<file path="src/rtl/blkdma_pkg.sv">
package blkdma_pkg;

    localparam int REG_W  = 32;
    localparam int MA_W   = 64;
    localparam int MD_W   = 64;
    localparam int SLOT_W = 3;
    localparam int CNT_W  = 16;

    // control word bit positions
    localparam int CTL_EN   = 31;
    localparam int CTL_WID  = 25;
    localparam int CTL_DINC = 24;
    localparam int CTL_SINC = 23;
    localparam int CTL_DEC  = 2;

    localparam logic [SLOT_W-1:0] SL_CTRL = 3'd0;
    localparam logic [SLOT_W-1:0] SL_CNT  = 3'd1;
    localparam logic [SLOT_W-1:0] SL_SRCH = 3'd2;
    localparam logic [SLOT_W-1:0] SL_SRCL = 3'd3;
    localparam logic [SLOT_W-1:0] SL_DSTH = 3'd4;
    localparam logic [SLOT_W-1:0] SL_DSTL = 3'd5;
    localparam logic [SLOT_W-1:0] SL_SGH  = 3'd6;
    localparam logic [SLOT_W-1:0] SL_SGL  = 3'd7;

    typedef struct packed {
        logic [REG_W-1:0] ctrl;
        logic [REG_W-1:0] cnt;
        logic [MA_W-1:0]  src;
        logic [MA_W-1:0]  dst;
        logic [MA_W-1:0]  sg;
    } chregs_t;

    typedef enum logic [1:0] {
        ENG_IDLE = 2'd0,
        ENG_RD   = 2'd1,
        ENG_WR   = 2'd2
    } eng_e;

    function automatic logic [MD_W-1:0] lane_mask(input logic [1:0] code);
        logic [MD_W-1:0] m;
        case (code)
            2'd0:    m = MD_W'(64'h0000_0000_0000_00FF);
            2'd1:    m = MD_W'(64'h0000_0000_0000_FFFF);
            2'd2:    m = MD_W'(64'h0000_0000_FFFF_FFFF);
            default: m = '1;
        endcase
        return m;
    endfunction

    function automatic logic [MA_W-1:0] elem_bytes(input logic [1:0] code);
        return MA_W'(1) << code;
    endfunction

endpackage

</file>
<file path="src/rtl/blkdma_chregs.sv">
module blkdma_chregs
    import blkdma_pkg::*;
(
    input  logic              clk,
    input  logic              rst_n,
    input  logic              wr_en,
    input  logic [SLOT_W-1:0] slot,
    input  logic [REG_W-1:0]  wdata,
    output chregs_t           regs
);

    chregs_t regs_d, regs_q;

    always_comb begin
        regs_d = regs_q;
        if (wr_en) begin
            case (slot)
                SL_CTRL: regs_d.ctrl             = wdata;
                SL_CNT:  regs_d.cnt              = wdata;
                SL_SRCH: regs_d.src[MA_W-1:REG_W] = wdata;
                SL_SRCL: regs_d.src[REG_W-1:0]    = wdata;
                SL_DSTH: regs_d.dst[MA_W-1:REG_W] = wdata;
                SL_DSTL: regs_d.dst[REG_W-1:0]    = wdata;
                SL_SGH:  regs_d.sg[MA_W-1:REG_W]  = wdata;
                default: regs_d.sg[REG_W-1:0]     = wdata;
            endcase
        end
    end

    always_ff @(posedge clk) begin
        if (!rst_n) regs_q <= '0;
        else        regs_q <= regs_d;
    end

    assign regs = regs_q;

endmodule

</file>
<file path="src/rtl/blkdma_mover.sv">
module blkdma_mover
    import blkdma_pkg::*;
#(
    parameter int NCH = 4,
    localparam int CH_W = (NCH > 1) ? $clog2(NCH) : 1
) (
    input  logic                clk,
    input  logic                rst_n,
    input  logic [NCH-1:0]      start,
    input  chregs_t [NCH-1:0]   regs,
    output logic [NCH-1:0]      busy,
    output logic                mem_req,
    output logic                mem_we,
    output logic [1:0]          mem_size,
    output logic [MA_W-1:0]     mem_addr,
    output logic [MD_W-1:0]     mem_wdata,
    input  logic                mem_ack,
    input  logic [MD_W-1:0]     mem_rdata
);

    typedef struct packed {
        eng_e             st;
        logic [CH_W-1:0]  ch;
        logic [MA_W-1:0]  src;
        logic [MA_W-1:0]  dst;
        logic [CNT_W-1:0] left;
        logic [1:0]       wid;
        logic             sinc;
        logic             dinc;
        logic [MD_W-1:0]  hold;
        logic [NCH-1:0]   busy;
    } eng_t;

    eng_t eng_d, eng_q;

    logic            found;
    logic [CH_W-1:0] pick;
    chregs_t         sel;

    // fixed priority: lowest-numbered waiting channel wins
    always_comb begin
        found = 1'b0;
        pick  = '0;
        for (int c = NCH - 1; c >= 0; c--) begin
            if (eng_q.busy[c]) begin
                found = 1'b1;
                pick  = CH_W'(c);
            end
        end
    end

    assign sel = regs[pick];

    always_comb begin
        eng_d      = eng_q;
        eng_d.busy = eng_q.busy | start;
        case (eng_q.st)
            ENG_IDLE: begin
                if (found) begin
                    eng_d.ch   = pick;
                    eng_d.src  = sel.src;
                    eng_d.dst  = sel.dst;
                    eng_d.left = sel.cnt[CNT_W-1:0];
                    eng_d.wid  = sel.ctrl[CTL_WID +: 2];
                    eng_d.sinc = sel.ctrl[CTL_SINC];
                    eng_d.dinc = sel.ctrl[CTL_DINC];
                    if (sel.cnt[CNT_W-1:0] == '0) eng_d.busy[pick] = 1'b0;
                    else                          eng_d.st         = ENG_RD;
                end
            end
            ENG_RD: begin
                if (mem_ack) begin
                    eng_d.hold = mem_rdata & lane_mask(eng_q.wid);
                    eng_d.st   = ENG_WR;
                end
            end
            ENG_WR: begin
                if (mem_ack) begin
                    eng_d.left = eng_q.left - CNT_W'(1);
                    if (eng_q.sinc) eng_d.src = eng_q.src + elem_bytes(eng_q.wid);
                    if (eng_q.dinc) eng_d.dst = eng_q.dst + elem_bytes(eng_q.wid);
                    if (eng_q.left == CNT_W'(1)) begin
                        eng_d.busy[eng_q.ch] = 1'b0;
                        eng_d.st             = ENG_IDLE;
                    end else begin
                        eng_d.st = ENG_RD;
                    end
                end
            end
            default: eng_d.st = ENG_IDLE;
        endcase
    end

    always_ff @(posedge clk) begin
        if (!rst_n) eng_q <= '0;
        else        eng_q <= eng_d;
    end

    assign busy      = eng_q.busy;
    assign mem_req   = (eng_q.st != ENG_IDLE);
    assign mem_we    = (eng_q.st == ENG_WR);
    assign mem_size  = eng_q.wid;
    assign mem_addr  = (eng_q.st == ENG_WR) ? eng_q.dst : eng_q.src;
    assign mem_wdata = eng_q.hold;

    // chain address, decrement flag and upper count bits are storage only
    logic unused_fields;
    assign unused_fields = ^regs;

endmodule

</file>
<file path="src/rtl/blkdma_top.sv">
module blkdma_top
    import blkdma_pkg::*;
#(
    parameter int NCH = 4,
    parameter int AW  = $clog2(NCH * 8 + 4)
) (
    input  logic             clk,
    input  logic             rst_n,
    input  logic             reg_wr,
    input  logic [AW-1:0]    reg_addr,
    input  logic [REG_W-1:0] reg_wdata,
    output logic [REG_W-1:0] reg_rdata,
    output logic [NCH-1:0]   busy,
    output logic             mem_req,
    output logic             mem_we,
    output logic [1:0]       mem_size,
    output logic [MA_W-1:0]  mem_addr,
    output logic [MD_W-1:0]  mem_wdata,
    input  logic             mem_ack,
    input  logic [MD_W-1:0]  mem_rdata
);

    localparam int CH_W       = (NCH > 1) ? $clog2(NCH) : 1;
    localparam int CHAN_SLOTS = NCH * 8;
    localparam int A_STAT     = CHAN_SLOTS;
    localparam int A_SGCMD    = CHAN_SLOTS + 1;
    localparam int A_SLEEP    = CHAN_SLOTS + 2;
    localparam int A_POL      = CHAN_SLOTS + 3;

    typedef struct packed {
        logic [REG_W-1:0] sleep;
        logic [REG_W-1:0] pol;
    } aux_t;

    aux_t aux_d, aux_q;

    logic              is_chan;
    logic [CH_W-1:0]   ch_sel;
    logic [SLOT_W-1:0] slot;
    logic [NCH-1:0]    wr_en;
    logic [NCH-1:0]    start;
    chregs_t [NCH-1:0] regs;

    assign is_chan = (reg_addr < AW'(CHAN_SLOTS));
    assign ch_sel  = reg_addr[SLOT_W +: CH_W];
    assign slot    = reg_addr[SLOT_W-1:0];

    generate
        for (genvar c = 0; c < NCH; c++) begin : g_chan
            assign wr_en[c] = reg_wr && is_chan && (ch_sel == CH_W'(c)) && !busy[c];
            assign start[c] = wr_en[c] && (slot == SL_CTRL) && reg_wdata[CTL_EN];

            blkdma_chregs u_regs (
                .clk   (clk),
                .rst_n (rst_n),
                .wr_en (wr_en[c]),
                .slot  (slot),
                .wdata (reg_wdata),
                .regs  (regs[c])
            );
        end
    endgenerate

    blkdma_mover #(.NCH(NCH)) u_mover (
        .clk       (clk),
        .rst_n     (rst_n),
        .start     (start),
        .regs      (regs),
        .busy      (busy),
        .mem_req   (mem_req),
        .mem_we    (mem_we),
        .mem_size  (mem_size),
        .mem_addr  (mem_addr),
        .mem_wdata (mem_wdata),
        .mem_ack   (mem_ack),
        .mem_rdata (mem_rdata)
    );

    // spare words: sleep and polarity are storage, status and chain command are not
    always_comb begin
        aux_d = aux_q;
        if (reg_wr && reg_addr == AW'(A_SLEEP)) aux_d.sleep = reg_wdata;
        if (reg_wr && reg_addr == AW'(A_POL))   aux_d.pol   = reg_wdata;
    end

    always_ff @(posedge clk) begin
        if (!rst_n) aux_q <= '0;
        else        aux_q <= aux_d;
    end

    chregs_t rsel;
    assign rsel = regs[ch_sel];

    always_comb begin
        reg_rdata = '0;
        if (is_chan) begin
            case (slot)
                SL_CTRL: reg_rdata = rsel.ctrl;
                SL_CNT:  reg_rdata = rsel.cnt;
                SL_SRCH: reg_rdata = rsel.src[MA_W-1:REG_W];
                SL_SRCL: reg_rdata = rsel.src[REG_W-1:0];
                SL_DSTH: reg_rdata = rsel.dst[MA_W-1:REG_W];
                SL_DSTL: reg_rdata = rsel.dst[REG_W-1:0];
                SL_SGH:  reg_rdata = rsel.sg[MA_W-1:REG_W];
                default: reg_rdata = rsel.sg[REG_W-1:0];
            endcase
        end else if (reg_addr == AW'(A_SLEEP)) begin
            reg_rdata = aux_q.sleep;
        end else if (reg_addr == AW'(A_POL)) begin
            reg_rdata = aux_q.pol;
        end else if (reg_addr == AW'(A_STAT) || reg_addr == AW'(A_SGCMD)) begin
            reg_rdata = '0;
        end
    end

endmodule

</file>
<file path="config.mk">
export PLATFORM = sky130hd
export DESIGN_NAME = blkdma_top
export DESIGN_NICKNAME = d
export VERILOG_FILES = /design/src/rtl/blkdma_pkg.sv /design/src/rtl/blkdma_chregs.sv /design/src/rtl/blkdma_mover.sv /design/src/rtl/blkdma_top.sv
export SDC_FILE = /design/constraint.sdc
export NUM_CORES = 2
export LEC_CHECK = 0
export BUFFER_PORTS_ARGS = -buffer_cell sky130_fd_sc_hd__buf_2
export CAP_MARGIN = 0
export CORE_UTILIZATION = 30
export CTS_BUF_LIST = sky130_fd_sc_hd__clkbuf_4 sky130_fd_sc_hd__clkbuf_8
export DETAILED_ROUTE_END_ITERATION = 16
export HOLD_SLACK_MARGIN = 0.06
export PLACE_DENSITY = 0.42
export SYNTH_ARGS = -nofsm -noshare
export SYNTH_HDL_FRONTEND = slang
export SYNTH_SLANG_ARGS = --single-unit
</file>
<file path="constraint.sdc">
create_clock -name clk -period 7.93 [get_ports clk]
set_input_delay 1.1895 -clock clk [delete_from_list [all_inputs] [get_ports clk]]
set_output_delay 1.1895 -clock clk [all_outputs]
set_load 0.02 [all_outputs]
</file>
Yosys cells after proc, flatten, opt, wreduce, memory -nomap -nowiden:

Index checks and enable logic that the tools add are counted.

* register bits: 1308
* input port bits: 106
* output and inout port bits: 168
* word-level logic and storage cells: 193

* reduce and logical (&&, ||, !) cells: 71
* mux-type cells: 39
* equal/unequal tests: 22
* order comparisons: 6
* bitwise operators: 7
* add/sub/neg operators: 3
* shift operators: 1

Operators with widths (count)
* 256-bit binary-select mux with 2-bit select: 2
* 64-bit 2-to-1 mux: 5
* 144-bit one-hot mux with 2 select lines: 1
* 256-bit 2-to-1 mux: 1
* 251-bit 2-to-1 mux: 1
* 32-bit one-hot mux with 7 select lines: 1
* 64-bit one-hot mux with 3 select lines: 1
* 152-bit 2-to-1 mux: 1
* 144-bit 2-to-1 mux: 1
* 64-bit adder: 2
* 32-bit 2-to-1 mux: 3
* 2-bit AND reduction: 34
* 64-bit AND: 1
* 1-bit by 2-bit << shifter with 64-bit output (first input constant): 1
* 1-bit logical AND: 21
* 16-bit by 1-bit == test with 1-bit output (second input constant): 1
* 16-bit logical NOT: 1
* 4-bit 2-to-1 mux: 4
* 16-bit by 1-bit subtractor with 16-bit output (second input constant): 1
* 2-bit 2-to-1 mux: 7
* 6-bit == test (second input constant): 2
* 4-bit AND reduction: 3
* 3-bit == test (second input constant): 3
* 2-bit by 3-bit < comparator with 1-bit output (second input constant): 3
* other kinds (22): 48

Depth between registers and ports, before layout:

* word-level depth: 13
* mapped depth: 14
* mapped depth without buffers: 11

Hierarchy:

Synthesis repeated with hierarchy kept, for this count alone.

* cell total of the unflattened synthesis: 7096
* area, all modules: 64306.7 sq um

By module, submodules not included
* blkdma_chregs: cells each 871, area each 9203.8 sq um, times used 4
* blkdma_mover: cells each 2367, area each 16365.7 sq um, times used 1
* blkdma_top: cells each 1245, area each 11125.7 sq um, times used 1

Worst setup path before layout:

OpenSTA, ideal clock, no wires.

* path type: input-to-output
* start point: input reg_addr[4]
* end point: output reg_rdata[24]
* data required time: 6.740 ns
* path slack: 3.320 ns
* arrival: 3.421 ns
* stages on the path: 10
* path buffers: 4
* cell sequence: buf_2 > buf_4 > buf_2 > buf_2 > mux4_2 > a22o_1 > a221oi_1 > o21ai_0 > a222oi_1 > inv_1

* cells in the longest elaborated chain, start to end: 4
* elaborated cells between the ends (all ways): 9

RTL lines
* start: declaration: RTL line blkdma_top.sv:10 `input logic [AW-1:0] reg_addr,`
* 256-bit binary-select mux with 2-bit select or 6-bit == test (tied branches): RTL line blkdma_top.sv:92, blkdma_top.sv:109
* 256-bit 2-to-1 mux (implied by the code) or 32-bit 2-to-1 mux (tied branches): RTL line blkdma_top.sv:92, blkdma_top.sv:109
* 32-bit one-hot mux with 7 select lines or 32-bit 2-to-1 mux (tied branches): RTL line blkdma_top.sv:97, blkdma_top.sv:107
* 32-bit 2-to-1 mux (*): RTL line blkdma_top.sv:96 `if (is_chan) begin`
* end: declaration: RTL line blkdma_top.sv:12 `output logic [REG_W-1:0] reg_rdata,`

Mark *: on every way between the ends. The rest lies on a longest branch, timed or not. The select of a mux whose other input is x is not followed.

Worst setup path in the final report:

* start point: input reg_addr[4]
* end point: output reg_rdata[14]

Same word-level chain as after synthesis.

==> flow_metrics.py <==
metrics = {
    "finish": {
        "instances_no_fill": 10723,
        "fillCellCount": 21557,
        "postLayoutCellArea_um2": 70700,
        "nets": 7941,
        "area_delta_synth_final_pct": 13.3,
        "drive_gt1_share_pct": 15.4,
        "postLayoutCoreUtil_pct": 34.4,
    },
    "timing": {
        "tns_ps": 0,
        "setup_slack_ps": 1750,
        "layout_min_cycle_time_ps": 6180,
        "clock_skew_ps": 56.2,
        "whs_ps": 433,
        "setup_viol": 0,
        "rsz0062_at_grt": "no",
        "maxSlewHeadroom_pct": 3.56,
        "tightest_slew_ps": 1450,
        "hold_violations": 0,
        "slew_violations": 0,
        "period_share_pct": 77.9,
        "fmax_ghz": 0.162,
    },
    "route": {
        "antenna_left": 0,
        "wl_um": 321000,
        "drt_iter0_drc": 8456,
        "routed_via_density": 5.79,
        "remaining_drc_errors": 0,
        "wire_per_inst_um": 30.0,
        "drt_first_pass_iters": 9,
        "routed-via-count": 62108,
    },
    "clock_tree": {
        "clock_sinks": 1308,
        "clkLatencyLatePin_ps": 1040,
        "tritoncts": "done",
        "cts.path.max_buffers": 3,
        "clk_pin_slew_ps": 50,
        "holdBufCountCts": 0,
        "root_buffer": "clkbuf_8",
        "cts_setup_buffers": 0,
        "htreeDepth": 4,
        "cts_resized": 0,
        "numCtsBuffers": 241,
    },
    "placed_design": {
        "dp_slack_ps": 1870,
        "hpwl_um": 206000,
        "gp_congestion": 0.935,
        "dp.cells": 10268,
        "port-buffer-count": 273,
        "placed_area_um2": 65300,
    },
    "grt": {
        "grt_max_degree": 201,
        "grt_pass1_vias": 56905,
        "groute.usage.overall_pct": 29.6,
        "grt-ovfl-total": 0,
        "antenna_found_initial": 40,
        "grt_first_pass_wirelength_um": 450000,
    },
    "setup_path": {
        "end_kind": "primary output",
        "cp-start-kind": "input port",
        "path_max_fanout": 58,
        "path_class": "in2out",
        "critical_path_required_ps": 6740,
        "cp_data_arrival_time_ps": 4990,
        "reg2reg_depth": 12,
    },
    "hold_path": {
        "holdPathStages": 3,
        "hold_class": "in2reg",
    },
    "synthesis": {
        "syn_area_um2": 62400,
        "yosysUniqueCellTypes": 79,
        "synth_edf_count": 0,
        "ys_warn_count": 0,
        "syn_area_per_cell_um2": 7.81,
        "async_reset_ff_share_pct": 0,
        "yosys_most_used_dff": "dfxtp_1",
        "syn-num-nets": 8099,
        "synthCells": 7981,
        "synth_seq_area_share_pct": 42.0,
        "ys_seq_elements": 1308,
    },
    "floorplan": {
        "die_h_um": 458,
        "ios": 274,
        "coreArea_um2": 206000,
        "dieArea_um2": 210000,
        "rows": 166,
        "die_x_um": 458,
        "start_util_pct": 30.3,
    },
    "job": {
        "drv_cap": 0,
    },
    "pwr": {
        "power.leakage_nw": 23.1,
        "peakVddDrop_mv": 0.176,
        "pwr_density_cell_nw_per_um2": 207,
        "p_total_mw": 14.6,
    },
    "outcome": {
        "status": "finished, final reports clean",
    },
}
==> sequential cells by signal, indices dropped and copies added (netlist names) <==
| name | count |
|---|---|
| g_chan.u_regs.regs | 1024 |
| u_mover.mem_wdata | 64 |
| u_mover.mem_size | 2 |
| u_mover.eng_q | 150 |
| u_mover.busy | 4 |
| aux_q | 64 |
==> kinds of logic after synthesis <==
group / Yosys count / synth area share [%]
AO/OA/AOI/OAI: 2103 / 19.9
AND/OR/NAND/NOR: 3353 / 22.1
buffers and inverters: 886 / 5.90
multiplexers: 315 / 9.73
adder cells (fa/ha/maj): 12 / 0.265
flip-flops: 1308 / 42.0
XOR/XNOR: 4 / 0.0562
==> Yosys cell counts (all sizes together), types with 39 or more instances <==
| master | number | area [um^2] |
|---|---|---|
| nand4 | 52 | 340 |
| a221oi | 68 | 596 |
| buf | 163 | 962 |
| nand2 | 2662 | 9990 |
| a31oi | 64 | 400 |
| a222oi | 102 | 1020 |
| mux2i | 64 | 641 |
| nand3 | 141 | 706 |
| a22oi | 78 | 586 |
| a21oi | 1392 | 6970 |
| o21ai | 158 | 791 |
| a221o | 39 | 390 |
| dfxtp | 1308 | 26200 |
| nor3 | 65 | 330 |
| nor2 | 196 | 736 |
| clkbuf | 696 | 2620 |
| mux4 | 231 | 5200 |
==> worst max-delay path: stages <==
cell and delay [ps]:
buf_8 500, buf_4 540, mux4_2 570, mux2i_1 240
o21ai_0 390, a21oi_1 830, nor3_1 120, a221o_1 290
buf_2 160
==> per-layer routing <==
metal / global-route usage [%] / vias up / share of wire, %
met2: 44.5 / 3353 / 43
met1: 40.3 / 30670 / 42
met4: 11.6 / 26 / 4.1
met5: 0 / - / 0.049
met3: 7.17 / 550 / 9.9
li1: - / 27509 / -
==> final timing paths <==
check                                                         from  slack [ps]                                  to
worst min register to register  u_mover.mem_wdata[59]$_SDFFE_PN0P_         450  u_mover.mem_wdata[59]$_SDFFE_PN0P_
worst max-delay path                                   reg_addr[4]        1750                       reg_rdata[14]
worst max register to register    u_mover.mem_size[0]$_SDFFE_PN0P_        3440     u_mover.eng_q[136]$_SDFFE_PN0P_
worst min-delay path                                  mem_rdata[0]         430   u_mover.mem_wdata[0]$_SDFFE_PN0P_
==> power breakdown <==
| group | leakage, nW | total (mW) | switching (mW) | internal (mW) |
|---|---|---|---|---|
| registers | 10.5 | 6.62 | 0.0192 | 6.60 |
| logic | 9.68 | 0.790 | 0.619 | 0.172 |
| clock network | 2.85 | 7.21 | 3.20 | 4.00 |
| total | 23.1 | 14.6 | 3.84 | 10.8 |
==> layout by cell type (no fill, tap or decap), types with 19 or more instances in the layout <==
cell      netlist  final
nand2_1      2662   2655
a21oi_1      1392   1390
dfxtp_1      1308   1305
clkbuf_8        0    315
buf_2          61    270
mux4_2        231    231
buf_4          73    174
nor2_1        196    161
o21ai_0       157    156
nand3_1       141    141
a222oi_1      102    102
clkbuf_4        0     83
a22oi_1        78     78
a221oi_1       68     68
mux2i_1        64     64
a31oi_1        64     64
nor3_1         64     61
nand4_1        51     51
a221o_1        39     39
nor2_2          0     32
and3_1         34     32
a22o_1         29     29
nand3b_1       28     28
clkinv_2        0     27
inv_1          27     25
and4_1         24     24
nor4_1         25     23
or4_1          23     23
and2_1         22     21
or3_1          21     21
mux2_2         20     20
o211ai_1       20     20
o311ai_0       19     19
==> final cells by class <==
class                   count  area (um^2)  area share (%)
multi-input cells        5787        32700            46.3
clock inverters            44          350           0.496
repair buffers            458         2930            4.14
well taps                2688         3360            4.76
diodes                     13         32.5          0.0460
clock buffers             398         4960            7.02
flip-flops and latches   1308        26200            37.1
inverters                  27          111           0.158
No activity file was read; power rests on OpenSTA's default activity.
